### config.mk
export PLATFORM = sky130hd
export DESIGN_NAME = btb
export DESIGN_NICKNAME = d
export VERILOG_FILES = /design/src/rtl/btb.sv
export SDC_FILE = /design/constraint.sdc
export NUM_CORES = 2
export LEC_CHECK = 0
export BUFFER_PORTS_ARGS = -buffer_cell sky130_fd_sc_hd__buf_2
export CORE_MARGIN = 5
export CORE_UTILIZATION = 60
export CTS_BUF_LIST = sky130_fd_sc_hd__clkbuf_8
export CTS_CLUSTER_SIZE = 10
export DETAILED_ROUTE_END_ITERATION = 10
export HOLD_SLACK_MARGIN = 0.12
export PLACE_DENSITY = 0.89
export SYNTH_ARGS = -nofsm -noshare
export SYNTH_HDL_FRONTEND = slang
export SYNTH_SLANG_ARGS = --single-unit
export TNS_END_PERCENT = 30
### constraint.sdc
create_clock -name clk -period 7.5 [get_ports clk]
set_input_delay 1.5 -clock clk [delete_from_list [all_inputs] [get_ports clk]]
set_output_delay 1.5 -clock clk [all_outputs]
set_load 0.02 [all_outputs]
### src/rtl/btb.sv
module btb #(
  parameter int AW      = 32,
  parameter int ENTRIES = 16
) (
  input  logic          clk,
  input  logic          rst_n,
  input  logic [AW-1:0] fetch_pc,
  output logic          pred_hit,
  output logic          pred_taken,
  output logic [AW-1:0] pred_next_pc,
  input  logic          upd_valid,
  input  logic          upd_inval,
  input  logic [AW-1:0] upd_pc,
  input  logic          upd_taken,
  input  logic [AW-1:0] upd_target,
  output logic          mispredict,
  output logic [AW-1:0] redirect_pc
);
  localparam int IW = $clog2(ENTRIES);
  localparam int TW = AW - IW - 2;

  logic [ENTRIES-1:0] vld;
  logic [ENTRIES-1:0] dir;
  logic [TW-1:0]      tag_mem [ENTRIES];
  logic [AW-1:0]      tgt_mem [ENTRIES];

  logic [IW-1:0] f_idx, u_idx;
  logic [TW-1:0] f_tag, u_tag;
  logic          u_hit, u_write;
  logic [AW-1:0] u_pred_next, u_act_next;

  assign f_idx = fetch_pc[IW+1:2];
  assign f_tag = fetch_pc[AW-1:IW+2];
  assign pred_hit     = vld[f_idx] && (tag_mem[f_idx] == f_tag);
  assign pred_taken   = pred_hit && dir[f_idx];
  assign pred_next_pc = pred_taken ? tgt_mem[f_idx] : fetch_pc + AW'(4);

  assign u_idx       = upd_pc[IW+1:2];
  assign u_tag       = upd_pc[AW-1:IW+2];
  assign u_hit       = vld[u_idx] && (tag_mem[u_idx] == u_tag);
  assign u_pred_next = (u_hit && dir[u_idx]) ? tgt_mem[u_idx] : upd_pc + AW'(4);
  assign u_act_next  = upd_taken ? upd_target : upd_pc + AW'(4);
  assign u_write     = upd_valid && !upd_inval && (u_hit || upd_taken);

  always_ff @(posedge clk) begin
    if (!rst_n) begin
      vld <= '0;
      dir <= '0;
    end else if (upd_valid && upd_inval) begin
      if (u_hit) vld[u_idx] <= 1'b0;
    end else if (u_write) begin
      vld[u_idx] <= 1'b1;
      dir[u_idx] <= upd_taken;
    end
  end

  always_ff @(posedge clk) begin
    if (u_write && upd_taken) begin
      tag_mem[u_idx] <= u_tag;
      tgt_mem[u_idx] <= upd_target;
    end
  end

  always_ff @(posedge clk) begin
    if (!rst_n) begin
      mispredict  <= 1'b0;
      redirect_pc <= '0;
    end else begin
      mispredict  <= upd_valid && !upd_inval && (u_pred_next != u_act_next);
      redirect_pc <= u_act_next;
    end
  end
endmodule

; Word-level counts from Yosys, hierarchy flattened
; Memory sizes are Yosys's and may differ from the RTL's.
; Cells that the tools add are included.
[op_classes]
bitwise = 4
n_eq_ne = 4
n_addsub = 2
order_cmp = 3
mux = 19
reduce_logical = 15
[op_table]
columns = op, count
row1 = $mux 32, 3
row2 = $add 32x3->32 const B, 2
row3 = $eq 26x26->1, 2
row4 = $mux 16, 3
row5 = $ne 32x32->1, 1
row6 = $and 16x16->16, 1
row7 = $bmux 1 s4, 4
row8 = $bwmux 16, 1
row9 = $not 16->16, 1
row10 = $or 16x16->16, 1
row11 = $logic_and 1x1->1, 10
row12 = $lt 4x5->1 const B, 2
row13 = $mux 1, 7
row14 = $demux 1 s4, 1
row15 = $ge 4x1->1 const B, 1
row16 = $reduce_and 2->1, 2
row17 = $ne 2x2->1 const B, 1
row18 = $reduce_bool 2->1, 1
row19 = $logic_not 1->1, 1
row20 = $logic_or 1x1->1, 1
row21 = $not 1->1, 1
[word_totals]
mem_count = 2
output_inout_bits = 67
mem_bits_rw = 928
input_bits = 101
word_cells = 53
regBits = 65
[mem_list]
columns = memory, words, width, rd, rd_clocked_by_memory_dff, write_ports, line
row1 = tgt_mem, 16, 32, 2, 0, 1, 25  ; logic [AW-1:0] tgt_mem [ENTRIES];
row2 = tag_mem, 16, 26, 2, 0, 1, 24  ; logic [TW-1:0] tag_mem [ENTRIES];

; Logic depth before layout (Yosys ltp)
[logic_depth]
depth_word = 8
depth_mapped = 18

; Worst setup path before layout
; OpenSTA, ideal clock, no wires.
[synth_path]
path_type = input -> output
startpoint = in fetch_pc[3]
endpoint = out pred_next_pc[23]
cell_stages = 14
arrival_time_ps = 5244
setup_slack_ps = 756
n_path_buf = 6
cell_sequence = clkbuf_1 buf_1 clkbuf_1 clkbuf_1 mux4_2 mux4_2 xnor2_1 nand4_1 nor4_2 and2_1 buf_4 buf_2 nand2_1 o21ai_0
[synth_via]
elab_chain_len = 5
[synth_rtl]
columns = element, line
row1 = "start, declared", 7  ; input logic [AW-1:0] fetch_pc,
row2 = $mem_v2 16x26 or $bmux 1 s4 (tied branches), n/a
row3 = $eq 26x26->1 or $mux 1 (tied branches), 34  ; assign pred_hit = vld[f_idx] && (tag_mem[f_idx] == f_tag);
row4 = $logic_and 1x1->1 *, 34
row5 = net pred_hit, 8  ; output logic pred_hit,
row6 = $logic_and 1x1->1 *, 35  ; assign pred_taken = pred_hit && dir[f_idx];
row7 = net pred_taken, 9  ; output logic pred_taken,
row8 = $mux 32 *, 36  ; assign pred_next_pc = pred_taken ? tgt_mem[f_idx] : fetch_pc + AW'(4);
row9 = "end, declared", 10  ; output logic [AW-1:0] pred_next_pc,
; Mark *: on every way through the listed nets, which the timed path passes. The rest lies on a longest branch. The select of a mux whose other input is x is not followed.

; Worst setup path in the final report
[layout_path]
startpoint = in fetch_pc[2]
endpoint = out pred_next_pc[9]
[layout_via]
elab_chain_len = 5
[layout_rtl]
columns = element, line
row1 = $mem_v2 16x26 or $bmux 1 s4 (tied branches), n/a
row2 = $eq 26x26->1 or $mux 1 (tied branches), 34
row3 = $logic_and 1x1->1, 34
row4 = $logic_and 1x1->1, 35
row5 = $mux 32 *, 36
; Mark *: on every way between the ends. The rest lies on a longest branch, timed or not. The select of a mux whose other input is x is not followed.

==> impl_metrics.yaml <==
outcome:
  status: "finished, final reports clean"
yosys:
  yosysSeqAreaShare_pct: 59.0
  yosysMostFrequentCell: "edfxtp_1"
  synth_commonest_cells: "edfxtp_1, mux4_2, mux2i_1, xnor2_1, nand2_1"
  syn_area_um2: 49500
  netlist.area_leader.share_pct: 56.3
  yosysTopAreaCell: "edfxtp_1"
  syn_nets: 2827
  synthFlopType: "edfxtp_1"
  synthTopCellsByArea: "edfxtp_1, mux4_2, mux4_1, dfxtp_1, mux2i_1"
  synth_cell_types: 88
  ys.warnings.count: 0
  netlist_instances: 2721
  synth_seq_cells: 993
  synthArstFlopShare_pct: 0
  avgSynthCellArea_um2: 18.2
  synth_edf_count: 928
drt:
  first_iter_violations: 5449
  dr.pass1.iters: 6
  wl_um: 155000
  post-route-drc-count: 0
  post_drt_wl_per_cell_um: 37.4
  num_vias: 32040
  final_antenna_net_count: 0
  viasPerCell: 7.75
cts:
  ctsRootBufferMaster: "clkbuf_8"
  clock_latency_ns: 0.85
  h-tree-depth: 4
  numCtsBuffers: 159
  cts_setup_buffers: 0
  path_clk_slew_ns: 0.06
  cts_resized: 0
  cts.sinks: 993
  cts_tree: "yes"
  cts.hold.buffers_added: 0
  clockBufferDepth: 3
global_route:
  antenna_found_initial: 20
  grtUsageTotal_pct: 34.6
  grt.overflow.total: 0
  grt_max_degree: 98
  grt_pass1_wl_um: 222000
  grt_pass1_vias: 32323
floorplanning:
  die_w_um: 297
  die_y_um: 297
  rows: 105
  core_area_um2: 82000
  io-pin-count: 168
  dieArea_um2: 88300
  initial_core_util_pct: 60.3
sta:
  whs_ns: 0.526
  layout_min_cycle_time_ns: 7.23
  tns_ns: 0
  drv_slew: 0
  skew_ns: 0.0488
  fmax_mhz: 138
  setup_viol_count_final: 0
  hold_viol: 0
  setup_ws_ns: 0.271
  finalCritPeriodShare_pct: 96.4
  tightest_slew_ns: 1.10
  maxSlewHeadroom_pct: 26.6
  rsz0062_at_grt: "false"
critical_path:
  crit_family: "simple AND/OR/NAND/NOR gates"
  cp_slowest_cell: "or4_1"
  startpoint_type: "primary input"
  worst-path-max-fanout: 29
  path_cells: "buf_8, buf_12, mux4_2, mux4_2, xnor2_1, nand4_1, or4_1, nor4_2, and2_2, buf_4, buf_4, nand2_1, o21ai_0, buf_2"
  end_kind: "output port"
  max_stage_delay_ns: 0.68
  crit_buf_inv: 5
  path_class: "in2out"
  worstPathArrival_ns: 5.73
  cp.required_ns: 6.00
layout:
  fill_cells: 5134
  final_util_pct: 66.5
  layout-drive-gt1-share_pct: 33.1
  stdcell_count: 4133
  finalInstanceArea_um2: 54500
  nets: 3033
  syn2layout_area_growth_pct: 10.2
worst_hold_path:
  hp-class: "reg2reg"
placed_design:
  place_congestion: 0.972
  port_buffers: 167
  pre_cts_ws_ns: 0.323
  place_area_um2: 51300
  dp_hpwl_um: 97100
  dp.cells: 3836
pwr:
  vdd_ir_drop_max_mv: 0.222
  p_total_mw: 12.1
  p_per_area_nw_per_um2: 221
  cellLeakagePower_nw: 17.8
run:
  maxCapViolCount: 0
[report_power, final]
part / switching, mW / leakage [nW] / internal (mW) / total [mW]
combinational: 0.759 / 7.12 / 0.494 / 1.25
sequential: 0.0216 / 8.88 / 6.10 / 6.12
clock: 2.25 / 1.81 / 2.44 / 4.69
[cells in the final DEF (no fill, tap or decap), drive strengths merged, types with 65 or more instances in the layout]
cell	instances
edfxtp	928
mux4	529
buf	262
clkbuf	168
mux2i	102
xnor2	101
nand2	101
inv	85
nor2	84
o21ai	67
dfxtp	65
[layout make-up]
| cell class | instances | area, um^2 | area share, % |
|---|---|---|---|
| clock buffer | 168 | 2310 | 4.24 |
| sequential | 993 | 29200 | 53.5 |
| antenna | 10 | 25.0 | 0.0459 |
| inverter | 22 | 82.6 | 0.151 |
| timing repair buffer | 262 | 1730 | 3.17 |
| clock inverter | 119 | 840 | 1.54 |
| tap | 1070 | 1340 | 2.46 |
| multi-input combinational | 1489 | 19000 | 34.9 |
[per-layer routing]
layer / GRT usage, % / vias up / wire length (um)
li1: - / 12032 / -
met1: 42.6 / 15744 / 46900
met2: 51.7 / 3444 / 69600
met3: 12.7 / 802 / 25300
met4: 23.3 / 18 / 12800
met5: 0 / - / 119
[worst register-to-register path: stages (launching register included)]
cell	delay, ns
edfxtp_1	0.41
mux4_2	0.48
mux2i_1	0.26
xnor2_1	0.15
nor4_1	0.71
a41oi_1	0.28
nor4_2	0.67
nand4_1	0.40
a21boi_0	0.24
o32ai_1	0.75
[path summary, 6_finish.rpt]
kind / from / to / slack, ns / cells past startpoint
worst max register to register: tag_mem[14][2] / mispredict / 2.97 / 9
worst max-delay path: fetch_pc[2] / pred_next_pc[9] / 0.27 / 14
worst min register to register: flop / flop / 0.53 / 2
worst min-delay path: flop / flop / 0.53 / 2
[cell families (layout without fill, tap and decap cells)]
logic type	Yosys count	count (layout)	synth area share [%]
multiplexers	643	643	26.8
buffers and inverters	239	571	2.83
adder cells (fa/ha/maj)	5	5	0.126
flip-flops	993	993	59.0
XOR/XNOR	158	158	2.94
other	0	10	0
AND/OR/NAND/NOR	412	412	4.34
AO/OA/AOI/OAI	271	271	4.00
[sequential cells by signal (all words and copies together) (netlist names), named ones only]
signal       cells
dir             16
mispredict       1
redirect_pc     32
tag_mem        416
tgt_mem        512
(Power assumes the default switching activity.)
